==> config.mk <==
export PLATFORM = sky130hd
export DESIGN_NAME = nand_rd_seq
export DESIGN_NICKNAME = d
export VERILOG_FILES = /design/src/rtl/nandseq_pkg.sv /design/src/rtl/nandseq_ctrl.sv /design/src/rtl/nandseq_dp.sv /design/src/rtl/nand_rd_seq.sv
export SDC_FILE = /design/constraint.sdc
export NUM_CORES = 1
export LEC_CHECK = 0
export BUFFER_PORTS_ARGS = -buffer_cell sky130_fd_sc_hd__buf_2
export CORE_MARGIN = 2
export CORE_UTILIZATION = 40
export CTS_CLUSTER_DIAMETER = 40
export DETAILED_ROUTE_END_ITERATION = 10
export PLACE_DENSITY = 0.66
export SKIP_CTS_REPAIR_TIMING = 1
export SLEW_MARGIN = 20
export SYNTH_ARGS = -nofsm -noshare
export SYNTH_HDL_FRONTEND = slang
export SYNTH_HIERARCHICAL = 1
export SYNTH_SLANG_ARGS = --single-unit
==> constraint.sdc <==
create_clock -name clk -period 4.7 [get_ports clk]
set_input_delay 0.47 -clock clk [delete_from_list [all_inputs] [get_ports clk]]
set_output_delay 0.47 -clock clk [all_outputs]
set_load 0.01 [all_outputs]
==> src/rtl/nandseq_pkg.sv <==
`timescale 1ns/1ps
package nandseq_pkg;

  typedef enum logic [1:0] {
    OP_RESET  = 2'd0,
    OP_READID = 2'd1,
    OP_PAGE   = 2'd2,
    OP_SPARE  = 2'd3
  } opE;

  typedef enum logic [2:0] {
    SK_CMD, SK_ADDR, SK_WAIT, SK_READ, SK_POLL, SK_END
  } stepKindE;

  typedef struct packed {
    stepKindE   kind;
    logic [7:0] value;
  } stepT;

  typedef enum logic [1:0] {
    RK_DATA, RK_ID, RK_STATUS
  } rdKindE;

  // control -> datapath strobes
  typedef struct packed {
    logic       ceOn;
    logic       wrGo;
    logic       wrCle;
    logic [7:0] wrByte;
    logic       rdGo;
    rdKindE     rdKind;
  } strobeT;

  localparam logic [7:0] CMD_ARRAY   = 8'h00;
  localparam logic [7:0] CMD_CONFIRM = 8'h30;
  localparam logic [7:0] CMD_RESET   = 8'hFF;
  localparam logic [7:0] CMD_STATUS  = 8'h70;
  localparam logic [7:0] CMD_IDENT   = 8'h90;
  localparam int         READY_BIT   = 6;

  function automatic logic idAccepted(logic [7:0] mfr, logic [7:0] dev);
    logic ok;
    ok = 1'b0;
    if (mfr == 8'h2C && (dev == 8'hA1 || dev == 8'hBA || dev == 8'hBC)) ok = 1'b1;
    if (mfr == 8'hEC && dev == 8'hA1) ok = 1'b1;
    return ok;
  endfunction

endpackage

==> src/rtl/nandseq_ctrl.sv <==
`timescale 1ns/1ps
module nandseq_ctrl
  import nandseq_pkg::*;
#(
  parameter int PAGE_BYTES  = 2048,
  parameter int SPARE_BYTES = 64,
  parameter int CHIP_MIB    = 256,
  parameter int ADDR_W      = 35,
  parameter int BUSY_DLY    = 4
) (
  input  logic              clk,
  input  logic              rstN,
  input  logic              reqValid,
  input  logic [1:0]        reqOp,
  input  logic [ADDR_W-1:0] reqOffset,
  input  logic              nandRb,
  input  logic              cycDone,
  input  logic              statusReady,
  output logic              reqReady,
  output logic              done,
  output strobeT            strb
);

  localparam int  COL_BITS = $clog2(PAGE_BYTES);
  localparam int  HI_W     = COL_BITS - 8;
  localparam bit  BIG      = (CHIP_MIB > 128);
  localparam int  RCNT_W   = $clog2(PAGE_BYTES + SPARE_BYTES + 1);
  localparam int  WAIT_W   = $clog2(BUSY_DLY + 1);

  typedef enum logic [3:0] {
    C_IDLE, C_ISSUE, C_WR, C_WAITDLY, C_WAITRB, C_RD, C_POLL, C_FIN, C_DONE
  } ctrlStateE;

  ctrlStateE         state;
  opE                opReg;
  logic [ADDR_W-1:0] offReg;
  logic [3:0]        stepIdx;
  logic [RCNT_W-1:0] rdLeft;
  logic [WAIT_W-1:0] waitCnt;
  stepT              curStep;
  logic [RCNT_W-1:0] firstLeft;
  rdKindE            burstKind;

  function automatic stepT stepOf(opE op, logic [3:0] idx, logic [ADDR_W-1:0] off);
    stepT       s;
    logic [3:0] j;
    logic [7:0] colHi;
    s.kind  = SK_END;
    s.value = 8'h00;
    colHi   = 8'h00;
    colHi[HI_W-1:0] = off[COL_BITS-1:8];
    colHi[HI_W]     = (op == OP_SPARE);
    unique case (op)
      OP_RESET: begin
        case (idx)
          4'd0: begin s.kind = SK_CMD; s.value = CMD_RESET;  end
          4'd1: begin s.kind = SK_CMD; s.value = CMD_STATUS; end
          4'd2: s.kind = SK_POLL;
          default: s.kind = SK_END;
        endcase
      end
      OP_READID: begin
        case (idx)
          4'd0: begin s.kind = SK_CMD;  s.value = CMD_IDENT; end
          4'd1: begin s.kind = SK_ADDR; s.value = 8'h00;     end
          4'd2: s.kind = SK_READ;
          default: s.kind = SK_END;
        endcase
      end
      default: begin
        // skip the third page cycle on small devices
        j = (!BIG && idx >= 4'd5) ? idx + 4'd1 : idx;
        case (j)
          4'd0: begin s.kind = SK_CMD;  s.value = CMD_ARRAY;                  end
          4'd1: begin s.kind = SK_ADDR; s.value = off[7:0];                   end
          4'd2: begin s.kind = SK_ADDR; s.value = colHi;                      end
          4'd3: begin s.kind = SK_ADDR; s.value = off[COL_BITS +: 8];         end
          4'd4: begin s.kind = SK_ADDR; s.value = off[COL_BITS + 8 +: 8];     end
          4'd5: begin s.kind = SK_ADDR; s.value = off[COL_BITS + 16 +: 8];    end
          4'd6: begin s.kind = SK_CMD;  s.value = CMD_CONFIRM;                end
          4'd7: s.kind = SK_WAIT;
          4'd8: s.kind = SK_READ;
          default: s.kind = SK_END;
        endcase
      end
    endcase
    return s;
  endfunction

  assign curStep   = stepOf(opReg, stepIdx, offReg);
  assign firstLeft = (opReg == OP_PAGE)  ? RCNT_W'(PAGE_BYTES + SPARE_BYTES - 1) :
                     (opReg == OP_SPARE) ? RCNT_W'(SPARE_BYTES - 1) : RCNT_W'(1);
  assign burstKind = (opReg == OP_READID) ? RK_ID : RK_DATA;

  always_comb begin
    strb        = '0;
    strb.rdKind = RK_DATA;
    strb.ceOn   = !(state == C_IDLE || state == C_FIN || state == C_DONE);
    unique case (state)
      C_ISSUE: begin
        case (curStep.kind)
          SK_CMD:  begin strb.wrGo = 1'b1; strb.wrCle = 1'b1; strb.wrByte = curStep.value; end
          SK_ADDR: begin strb.wrGo = 1'b1; strb.wrByte = curStep.value; end
          SK_READ: begin strb.rdGo = 1'b1; strb.rdKind = burstKind; end
          SK_POLL: begin strb.rdGo = 1'b1; strb.rdKind = RK_STATUS; end
          default: ;
        endcase
      end
      C_RD: begin
        if (cycDone && rdLeft != '0) begin strb.rdGo = 1'b1; strb.rdKind = burstKind; end
      end
      C_POLL: begin
        if (cycDone && !statusReady) begin strb.rdGo = 1'b1; strb.rdKind = RK_STATUS; end
      end
      default: ;
    endcase
  end

  assign reqReady = (state == C_IDLE);
  assign done     = (state == C_DONE);

  always_ff @(posedge clk or negedge rstN) begin
    if (!rstN) begin
      state   <= C_IDLE;
      opReg   <= OP_RESET;
      offReg  <= '0;
      stepIdx <= '0;
      rdLeft  <= '0;
      waitCnt <= '0;
    end else begin
      unique case (state)
        C_IDLE: begin
          if (reqValid) begin
            opReg   <= opE'(reqOp);
            offReg  <= reqOffset;
            stepIdx <= '0;
            state   <= C_ISSUE;
          end
        end
        C_ISSUE: begin
          case (curStep.kind)
            SK_CMD, SK_ADDR: state <= C_WR;
            SK_WAIT: begin waitCnt <= WAIT_W'(BUSY_DLY - 1); state <= C_WAITDLY; end
            SK_READ: begin rdLeft <= firstLeft; state <= C_RD; end
            SK_POLL: state <= C_POLL;
            default: state <= C_FIN;
          endcase
        end
        C_WR: begin
          if (cycDone) begin stepIdx <= stepIdx + 4'd1; state <= C_ISSUE; end
        end
        C_WAITDLY: begin
          if (waitCnt == '0) state <= C_WAITRB;
          else waitCnt <= waitCnt - WAIT_W'(1);
        end
        C_WAITRB: begin
          if (nandRb) begin stepIdx <= stepIdx + 4'd1; state <= C_ISSUE; end
        end
        C_RD: begin
          if (cycDone) begin
            if (rdLeft == '0) begin stepIdx <= stepIdx + 4'd1; state <= C_ISSUE; end
            else rdLeft <= rdLeft - RCNT_W'(1);
          end
        end
        C_POLL: begin
          if (cycDone && statusReady) begin stepIdx <= stepIdx + 4'd1; state <= C_ISSUE; end
        end
        C_FIN:  state <= C_DONE;
        default: state <= C_IDLE;
      endcase
    end
  end

  // chip enable released the cycle before done
  assert_ce_off_before_done_R10: assert property (@(posedge clk) disable iff (!rstN)
    done |-> (!strb.ceOn && $past(!strb.ceOn)));

  assert_done_single_R10: assert property (@(posedge clk) disable iff (!rstN)
    done |=> !done);

  // no read strobe while the device reports busy
  assert_no_read_busy_R5: assert property (@(posedge clk) disable iff (!rstN)
    (state == C_WAITRB && !nandRb) |-> !strb.rdGo);

endmodule

==> src/rtl/nandseq_dp.sv <==
`timescale 1ns/1ps
module nandseq_dp
  import nandseq_pkg::*;
#(
  parameter int LATCH_CYC   = 2,
  parameter int WE_LOW_CYC  = 2,
  parameter int RE_LOW_CYC  = 2,
  parameter int RE_HIGH_CYC = 2
) (
  input  logic       clk,
  input  logic       rstN,
  input  strobeT     strb,
  input  logic [7:0] nandIoIn,
  output logic       cycDone,
  output logic       statusReady,
  output logic       dataValid,
  output logic [7:0] dataByte,
  output logic       idMatch,
  output logic       nandCeN,
  output logic       nandCle,
  output logic       nandAle,
  output logic       nandWeN,
  output logic       nandReN,
  output logic [7:0] nandIoOut,
  output logic       nandIoOe
);

  localparam int CNT_W = $clog2(LATCH_CYC + WE_LOW_CYC + RE_LOW_CYC + RE_HIGH_CYC + 1);

  typedef enum logic [2:0] {
    P_IDLE, P_SETUP, P_WLOW, P_HOLD, P_RLOW, P_RHIGH
  } phaseE;

  phaseE            phase;
  logic [CNT_W-1:0] phCnt;
  logic             latchCle;
  logic [7:0]       wrByte;
  rdKindE           rdKind;
  logic [7:0]       mfrReg;
  logic             idSecond;
  logic             inWrite;
  logic             sampleNow;

  assign inWrite   = (phase == P_SETUP || phase == P_WLOW || phase == P_HOLD);
  assign cycDone   = (phase == P_HOLD || phase == P_RHIGH) && (phCnt == '0);
  assign sampleNow = (phase == P_RLOW) && (phCnt == '0);

  assign nandCeN   = !strb.ceOn;
  assign nandCle   = inWrite && latchCle;
  assign nandAle   = inWrite && !latchCle;
  assign nandWeN   = (phase != P_WLOW);
  assign nandReN   = (phase != P_RLOW);
  assign nandIoOe  = inWrite;
  assign nandIoOut = wrByte;

  // strobe timing engine
  always_ff @(posedge clk or negedge rstN) begin
    if (!rstN) begin
      phase    <= P_IDLE;
      phCnt    <= '0;
      latchCle <= 1'b0;
      wrByte   <= '0;
      rdKind   <= RK_DATA;
    end else if (strb.wrGo) begin
      phase    <= P_SETUP;
      phCnt    <= CNT_W'(LATCH_CYC - 1);
      latchCle <= strb.wrCle;
      wrByte   <= strb.wrByte;
    end else if (strb.rdGo) begin
      phase  <= P_RLOW;
      phCnt  <= CNT_W'(RE_LOW_CYC - 1);
      rdKind <= strb.rdKind;
    end else if (phCnt != '0) begin
      phCnt <= phCnt - CNT_W'(1);
    end else begin
      unique case (phase)
        P_SETUP: begin phase <= P_WLOW; phCnt <= CNT_W'(WE_LOW_CYC - 1); end
        P_WLOW:  begin phase <= P_HOLD; phCnt <= CNT_W'(LATCH_CYC - 1);  end
        P_RLOW:  begin phase <= P_RHIGH; phCnt <= CNT_W'(RE_HIGH_CYC - 1); end
        default: phase <= P_IDLE;
      endcase
    end
  end

  // read capture, data stream and ID compare
  always_ff @(posedge clk or negedge rstN) begin
    if (!rstN) begin
      dataValid   <= 1'b0;
      dataByte    <= '0;
      statusReady <= 1'b0;
      mfrReg      <= '0;
      idSecond    <= 1'b0;
      idMatch     <= 1'b0;
    end else begin
      dataValid <= 1'b0;
      if (sampleNow) begin
        if (rdKind == RK_STATUS) begin
          statusReady <= nandIoIn[READY_BIT];
        end else begin
          dataValid <= 1'b1;
          dataByte  <= nandIoIn;
          if (rdKind == RK_ID) begin
            if (!idSecond) begin
              mfrReg   <= nandIoIn;
              idSecond <= 1'b1;
            end else begin
              idMatch  <= idAccepted(mfrReg, nandIoIn);
              idSecond <= 1'b0;
            end
          end
        end
      end
    end
  end

  assert_latch_exclusive_R2: assert property (@(posedge clk) disable iff (!rstN)
    !(nandCle && nandAle));

  assert_we_framed_R2: assert property (@(posedge clk) disable iff (!rstN)
    $fell(nandWeN) |-> (nandIoOe && (nandCle || nandAle)));

  assert_strobe_exclusive_R3: assert property (@(posedge clk) disable iff (!rstN)
    !(!nandWeN && !nandReN));

  assert_go_when_free_R3: assert property (@(posedge clk) disable iff (!rstN)
    (strb.wrGo || strb.rdGo) |-> (phase == P_IDLE || cycDone));

  assert_valid_single_R3: assert property (@(posedge clk) disable iff (!rstN)
    dataValid |=> !dataValid);

  assert_ce_covers_strobes_R10: assert property (@(posedge clk) disable iff (!rstN)
    (!nandWeN || !nandReN) |-> !nandCeN);

endmodule

==> src/rtl/nand_rd_seq.sv <==
`timescale 1ns/1ps
module nand_rd_seq
  import nandseq_pkg::*;
#(
  parameter int PAGE_BYTES  = 2048,
  parameter int SPARE_BYTES = 64,
  parameter int CHIP_MIB    = 256,
  parameter int ADDR_W      = $clog2(PAGE_BYTES) + 24,
  parameter int LATCH_CYC   = 2,
  parameter int WE_LOW_CYC  = 2,
  parameter int RE_LOW_CYC  = 2,
  parameter int RE_HIGH_CYC = 2,
  parameter int BUSY_DLY    = 4
) (
  input  logic              clk,
  input  logic              rstN,
  input  logic              reqValid,
  input  logic [1:0]        reqOp,
  input  logic [ADDR_W-1:0] reqOffset,
  output logic              reqReady,
  output logic              done,
  output logic              dataValid,
  output logic [7:0]        dataByte,
  output logic              idMatch,
  output logic              nandCeN,
  output logic              nandCle,
  output logic              nandAle,
  output logic              nandWeN,
  output logic              nandReN,
  output logic [7:0]        nandIoOut,
  output logic              nandIoOe,
  input  logic [7:0]        nandIoIn,
  input  logic              nandRb
);

  strobeT strb;
  logic   cycDone;
  logic   statusReady;

  nandseq_ctrl #(
    .PAGE_BYTES(PAGE_BYTES), .SPARE_BYTES(SPARE_BYTES), .CHIP_MIB(CHIP_MIB),
    .ADDR_W(ADDR_W), .BUSY_DLY(BUSY_DLY)
  ) uCtrl (
    .clk(clk), .rstN(rstN), .reqValid(reqValid), .reqOp(reqOp), .reqOffset(reqOffset),
    .nandRb(nandRb), .cycDone(cycDone), .statusReady(statusReady),
    .reqReady(reqReady), .done(done), .strb(strb)
  );

  nandseq_dp #(
    .LATCH_CYC(LATCH_CYC), .WE_LOW_CYC(WE_LOW_CYC),
    .RE_LOW_CYC(RE_LOW_CYC), .RE_HIGH_CYC(RE_HIGH_CYC)
  ) uDp (
    .clk(clk), .rstN(rstN), .strb(strb), .nandIoIn(nandIoIn),
    .cycDone(cycDone), .statusReady(statusReady),
    .dataValid(dataValid), .dataByte(dataByte), .idMatch(idMatch),
    .nandCeN(nandCeN), .nandCle(nandCle), .nandAle(nandAle),
    .nandWeN(nandWeN), .nandReN(nandReN), .nandIoOut(nandIoOut), .nandIoOe(nandIoOe)
  );

endmodule

==> results by group, run 1 <==
Timing
  – Fin worst setup slack: 1.38 ns
  – Final setup fails: 0
  – RSZ-0062 raised after global routing: no
  – Max Freq: 0.302 GHz
  – Max-slew violations: 0
  – TNS Setup: 0 ns
  – Worst slew pin tran: 0.965 ns
  – Clock skew: 0.00487 ns
  – Headroom to the max-slew limit: 0.352
  – Tcrit/Tclk final: 0.706
  – Final hold slack: 0.174 ns
  – Minimum clock period after layout: 3.32 ns
  – Final hold vios: 0

Floorplanning
  – Num rows: 41
  – Die area: 13600 sq um
  – Core area: 12500 sq um
  – Die width: 116 microns
  – Die Height: 116 microns
  – I/O pins: 75
  – Initial Utilization: 0.406

Global route
  – Initial antenna violation count: 0
  – Vias in the first global route: 3711
  – First-pass GRT wire length: 18.5 mm
  – Grt total ovfl: 0
  – Largest net degree at the start of global routing: 55
  – Gr usage total: 0.177

Setup path
  – CP Capture Type: flip-flop
  – Critical path launch point type: flip-flop
  – Reg-to-reg endpoint: uDp/rdKind[1]$_DFFE_PN0P_
  – CP Max Fanout: 9
  – Flop2flop setup slack: 1.38 ns
  – Critical path class: flip-flop to flip-flop
  – Reg2reg start: uDp/phCnt[0]$_DFFE_PN0P_
  – WP data arrival: 3.54 ns
  – Worst Path Required: 4.93 ns
  – R2R depth: 10

Logic synthesis
  – Synth top cells by count: dfrtp_1 (98), mux2_2 (59), nand2_1 (25), nor2_1 (24), nor3_1 (21)
  – Top FF cell, synth: dfrtp_1
  – Synthesis Warnings: 6
  – Mean Syn Cell Area: 11.2 sq um
  – EDFF count, synth: 0
  – Ys async rst share: 1.00
  – Most numerous cell in the Yosys netlist: dfrtp_1
  – Post-synth top area share: 0.485
  – Synth area leaders: dfrtp_1 (48%), mux2_2 (13%), mux2_4 (2.4%), ha_1 (2.2%), nor3_1 (2.1%)
  – Mapped Cells: 452
  – Count of cell types in the netlist: 68
  – Post-Syn Area: 5060 sq um
  – Syn nets: 510
  – Largest area contributor in the synthesized netlist: dfrtp_1
  – FF+latch count, synth: 98
  – Register area share after synthesis: 0.485

Route
  – Antenna viol nets, final: 0
  – TritonRoute pass-1 iters: 4
  – Vias per inst: 5.37
  – Routed WL: 11.1 mm
  – DR iter-0 viols: 237
  – DRC errors left: 0
  – Routed len/inst: 16.1 microns
  – Via count: 3714

Flow run
  – Max-Cap Viols: 0

Clock tree
  – CTS tree: built
  – CTS sink count: 98
  – Max clock buf depth: 2
  – CTS clock-pin slew for the worst setup and hold paths: 0.07 ns
  – Clk Latency, worst-skew pair: 0.35 ns
  – Number of H-tree levels: 3
  – Root Buffer: clkbuf_16
  – TritonCTS Buffers: 9

Power and ir drop
  – Final Power: 1720 uW
  – Leakage power total: 0.00290 uW
  – Worst VDD drop: 0.264 mV
  – PwrDens: 292 nW/um^2

Min path
  – Worst min-delay path class: input port to async pin

Placement
  – DP Worst Slack: 1.42 ns
  – Final GP Congestion: 0.865
  – Port Buf Inserts: 74
  – Placed insts: 676
  – DP HPWL: 8.04 mm

Finish
  – Layout cells sized above 1: 0.325
  – Synth-to-layout area growth: 16.4%
  – Fin cells: 692
  – Number of diodes: 0
  – Nets: 573

Status
  – Status: completed
metrics by stage:
step,util,cell area [sq um]
floorplan,-,5060
global placement,0.445,5550
detailed placement,0.445,5550
CTS,0.473,5890
global route,0.473,5890
finish,0.473,5890
critical path, cell delays in order (launching register included):
cell and delay [ns]:
dfrtp_1 0.39, inv_1 0.11, ha_1 0.18, or3b_2 0.56, nor3b_1 0.48, nand2_1 0.19, a21oi_1 0.34, or3_1 0.31
inv_1 0.09, nor2_1 0.18, mux2_2 0.36
per-layer routing:
layer	global-route usage	up-vias	wire length, microns
met5	0	-	0
met4	0.0794	0	244
li1	-	1774	-
met1	0.232	1815	5060
met3	0.0514	22	641
met2	0.273	103	5200
placed cells by master (no fill, tap or decap), types with 8 or more instances in the layout:
| master | Yosys | routed |
|---|---|---|
| a22oi_1 | 11 | 11 |
| nor2b_1 | 12 | 12 |
| nand2_1 | 25 | 25 |
| xnor2_1 | 8 | 8 |
| inv_1 | 17 | 17 |
| o21ai_0 | 9 | 9 |
| mux2_2 | 59 | 59 |
| a21oi_1 | 13 | 13 |
| ha_1 | 9 | 9 |
| nor3_1 | 21 | 21 |
| dfrtp_1 | 98 | 98 |
| nor2_1 | 24 | 24 |
| mux2_4 | 8 | 8 |
| buf_2 | 4 | 73 |
| clkbuf_16 | 0 | 9 |
cell type report:
class / instances / area, sq um
Inverter: 17 / 63.8
Multi-Input combinational cell: 313 / 2430
Sequential cell: 98 / 2450
Fill cell: 1155 / 6570
Timing Repair Buffer: 76 / 388
Tap cell: 172 / 215
Clock buffer: 11 / 253
Clock inverter: 5 / 86.3
where the power goes:
part / switching (uW) / leakage, uW / internal [uW]
clock: 319 / 0.000166 / 498
combinational: 29.7 / 0.00140 / 23.1
sequential: 2.11 / 0.00134 / 847
total: 350 / 0.00290 / 1370
flip-flops by register name, summed over array words and instances (netlist names), 2 cells and up:
register / count
uCtrl/offReg: 35
uCtrl/rdLeft: 12
uDp/dataByte: 8
uDp/mfrReg: 8
uDp/nandIoOut: 8
uCtrl/state: 4
uCtrl/stepIdx: 4
uDp/phCnt: 4
uCtrl/waitCnt: 3
uDp/phase: 3
uCtrl/opReg: 2
uDp/rdKind: 2
worst max-delay path by stage:
stage	end	cells after the start	slack, ns	start
finish	uDp/rdKind[1]$_DFFE_PN0P_	10	1.38	uDp/phCnt[0]$_DFFE_PN0P_
global route	uDp/rdKind[1]$_DFFE_PN0P_	10	1.09	uCtrl/stepIdx[0]$_DFFE_PN0P_
CTS	uDp/rdKind[1]$_DFFE_PN0P_	10	1.41	uDp/phCnt[0]$_DFFE_PN0P_
detailed placement	uDp/rdKind[1]$_DFFE_PN0P_	10	1.42	uDp/phCnt[0]$_DFFE_PN0P_
global placement	uDp/rdKind[0]$_DFFE_PN0P_	10	1.56	uDp/phCnt[0]$_DFFE_PN0P_
floorplan	uDp/rdKind[0]$_DFFE_PN0P_	11	1.93	uDp/phCnt[0]$_DFFE_PN0P_
logic make-up after synthesis:
logic type,after synthesis,share of synthesized area
AO/OA/AOI/OAI,79,0.114
XOR/XNOR,10,0.0173
adder cells (fa/ha/maj),9,0.0223
buffers and inverters,41,0.0344
flip-flops,98,0.485
multiplexers,72,0.165
AND/OR/NAND/NOR,143,0.163
Note: power is estimated with default switching activity, not from simulation.
==> inputs of run 2 (changes only) <==
==> constraint.sdc (replaced) <==
create_clock -name clk -period 3.14 [get_ports clk]
set_input_delay 0.314 -clock clk [delete_from_list [all_inputs] [get_ports clk]]
set_output_delay 0.314 -clock clk [all_outputs]
set_load 0.01 [all_outputs]
==> run 2 against run 1 <==
Critical path depth unchanged. Routed wire length is 1.3% higher. Register-to-register slack worse by 1.1 ns. Flip-flop and latch count unchanged. Utilization up 0.090 points. Non-clock buffer count grew 8. Die area stayed put. Setup slack got worse by 1.1 ns. Count of clock-buffer cells in the layout down 1. Sequential share of layout area fell by 0.079 points. Maximum frequency grew 14%. Combinational power up 55%. Critical path type unchanged.
==> results by group, run 2 (synthesized netlist as in run 1, its figures left out) <==
Route
  – Vias per inst: 5.34 (-0.45%)
  – DR iter-0 viols: 213 (-10%)
  – TritonRoute pass-1 iters: 5 (+1)
  – Routed len/inst: 16.1 microns (+0.15%)
  – Routed WL: 11.3 mm (+1.3%)
  – Antenna viol nets, final: 0 (unchanged)
  – DRC errors left: 0 (unchanged)
  – Via count: 3740 (+0.70%)

Floorplanning
  – Num rows: 41 (unchanged)
  – Die area: 13600 sq um (unchanged)
  – Die width: 116 microns (unchanged)
  – Core area: 12500 sq um (unchanged)
  – I/O pins: 75 (unchanged)
  – Initial Utilization: 0.406 (unchanged)
  – Die Height: 116 microns (unchanged)

Power and ir drop
  – Reg power frac: 0.523 (+0.029)
  – Clk pwr share: 0.443 (-0.032)
  – Worst VDD drop: 0.324 mV (+23%)
  – Leakage power total: 0.00291 uW (+0.40%)
  – PwrDens: 411 nW/um^2 (+41%)
  – Logic pwr share: 0.034 (+0.003)
  – Int Pwr: 1870 uW (+37%)
  – Sw Pwr: 559 uW (+60%)
  – Net Sw Frac: 0.230 (+0.0264)

Placement
  – DP HPWL: 8.19 mm (+1.8%)
  – Final GP Congestion: 0.861 (-0.44%)
  – Port Buf Inserts: 74 (unchanged)
  – Placed insts: 684 (+1.2%)

Setup path
  – CP top delay family: simple AND/OR/NAND/NOR gates
  – Crit-path cells: inv_1 -> ha_1 -> nor3b_2 -> nand2_1 -> a222oi_1 -> and2_1 -> or3_1 -> inv_1 -> nor2_1 -> mux2_2
  – WP data arrival: 3.15 ns (-0.39 ns)
  – WP buf/inv: 2 (unchanged)
  – Flop2flop setup slack: 0.23 ns (-1.15 ns)
  – Critical path class: flip-flop to flip-flop
  – Cell mode on critical path: inv_1
  – Worst Path Required: 3.39 ns (-1.54 ns)
  – Critical path launch point type: flip-flop
  – CP Max Fanout: 6 (-3)
  – Crit-path slowest cell: a222oi_1
  – CP max stage delay: 0.55 ns (about the same)
  – CP Capture Type: flip-flop

Timing
  – Tcrit/Tclk final: 0.925 (+0.220)
  – Final hold vios: 0 (unchanged)
  – RSZ-0062 raised after global routing: no
  – Clock skew: 0.00614 ns (+0.00127 ns)
  – TNS Setup: 0 ns (unchanged)
  – Max-slew violations: 0 (unchanged)
  – Max Freq: 0.344 GHz (+14%)
  – Worst slew pin tran: 0.752 ns (-0.214 ns)
  – Headroom to the max-slew limit: 0.499 (+0.147)
  – Minimum clock period after layout: 2.91 ns (-0.411 ns)
  – Final setup fails: 0 (unchanged)

Status
  – Status: completed

Clock tree
  – CTS clock-pin slew for the worst setup and hold paths: 0.07 ns (about the same)
  – CTS tree: built
  – Number of H-tree levels: 3 (unchanged)
  – Clk Latency, worst-skew pair: 0.36 ns (about the same)
  – Root Buffer: clkbuf_16
  – TritonCTS Buffers: 9 (unchanged)
  – CTS sink count: 98 (unchanged)
  – Max clock buf depth: 2 (unchanged)

Finish
  – Fin cells: 700 (+1.2%)
  – Number of diodes: 0 (unchanged)
  – Largest Register: uCtrl/offReg
  – Top Registers: uCtrl/offReg x35, uCtrl/rdLeft x12
  – Most common cell after layout, fill and taps aside: dfrtp_1
  – Layout cells sized above 1: 0.337 (+0.0121)
  – Nets: 581 (+1.4%)
  – Synth-to-layout area growth: 16.7%
  – Filler cell count: 1166 (+0.95%)
  – Most frequent cells in the layout: dfrtp_1 (98), buf_2 (73), mux2_2 (59)
  – Number of flip-flops in the largest register: 35 (unchanged)

Global route
  – Initial antenna violation count: 0 (unchanged)
  – Grt total ovfl: 0 (unchanged)
  – Largest net degree at the start of global routing: 58 (+5.5%)
  – Gr usage total: 0.176 (-0.000781)
  – Vias in the first global route: 3680 (-0.84%)
  – First-pass GRT wire length: 18.4 mm (-0.93%)

Flow run
  – Max-Cap Viols: 0 (unchanged)

Min path
  – Worst min-delay path class: input port to async pin
## run 2: path summary, 6_finish.rpt
kind	startpoint	to	cells after the start
max reg2reg	uCtrl/stepIdx[0]$_DFFE_PN0P_	uDp/rdKind[1]$_DFFE_PN0P_	10
max in group asynchronous	rstN	uCtrl/offReg[25]$_DFFE_PN0P_	2
min reg2reg	uDp/nandIoOut[7]$_DFFE_PN0P_	uDp/nandIoOut[7]$_DFFE_PN0P_	1
max	uCtrl/stepIdx[0]$_DFFE_PN0P_	uDp/rdKind[1]$_DFFE_PN0P_	10
min in group clk	reqOffset[24]	uCtrl/offReg[24]$_DFFE_PN0P_	2
min	rstN	uCtrl/waitCnt[0]$_DFFE_PN0P_	1
## run 2: worst register-to-register path, cell delays in order (launching register included)
cell,delay (ns)
dfrtp_1,0.44
inv_1,0.11
ha_1,0.25
nor3b_2,0.41
nand2_1,0.11
a222oi_1,0.55
and2_1,0.23
or3_1,0.13
inv_1,0.05
nor2_1,0.16
mux2_2,0.36
## run 2: area by class of cell
class	count	area [sq um]	area share
sequential	98	2450	0.415
multi-input combinational	313	2440	0.413
timing repair buffer	84	448	0.0759
clock buffer	10	239	0.0405
tap	172	215	0.0365
inverter	17	63.8	0.0108
clock inverter	6	46.3	0.00784
## run 2: metal layers
| metal | wire length [microns] | track usage | share of wire |
|---|---|---|---|
| met1 | 5190 | 0.228 | 0.46 |
| met2 | 5330 | 0.288 | 0.47 |
| met3 | 548 | 0.0384 | 0.049 |
| met4 | 221 | 0.0738 | 0.020 |
| met5 | 0 | 0 | 0 |
## run 2: power by group through the flow
stage	sequential [uW]	combinational [uW]	clock (uW)
2_1_floorplan	1300	11.0	0
3_3_place_gp	1290	83.4	0
3_5_place_dp	1300	85.1	0
4_1_cts	1270	85.3	1100
5_1_grt	1270	93.3	1140
6_report	1270	81.8	1080
## run 2: stage by stage
stage	utilization	setup WS, ns	power (uW)	instance area, sq um	hold WS [ns]
global placement	0.450	0.317	1380	5610	0.426
global route	0.474	0.0186	2510	5900	0.102
finish	0.474	0.235	2430	5900	0.0142
detailed placement	0.450	0.216	1380	5610	0.442
CTS	0.473	0.195	2460	5900	0.0596
floorplan	-	0.369	1310	5060	0.0184
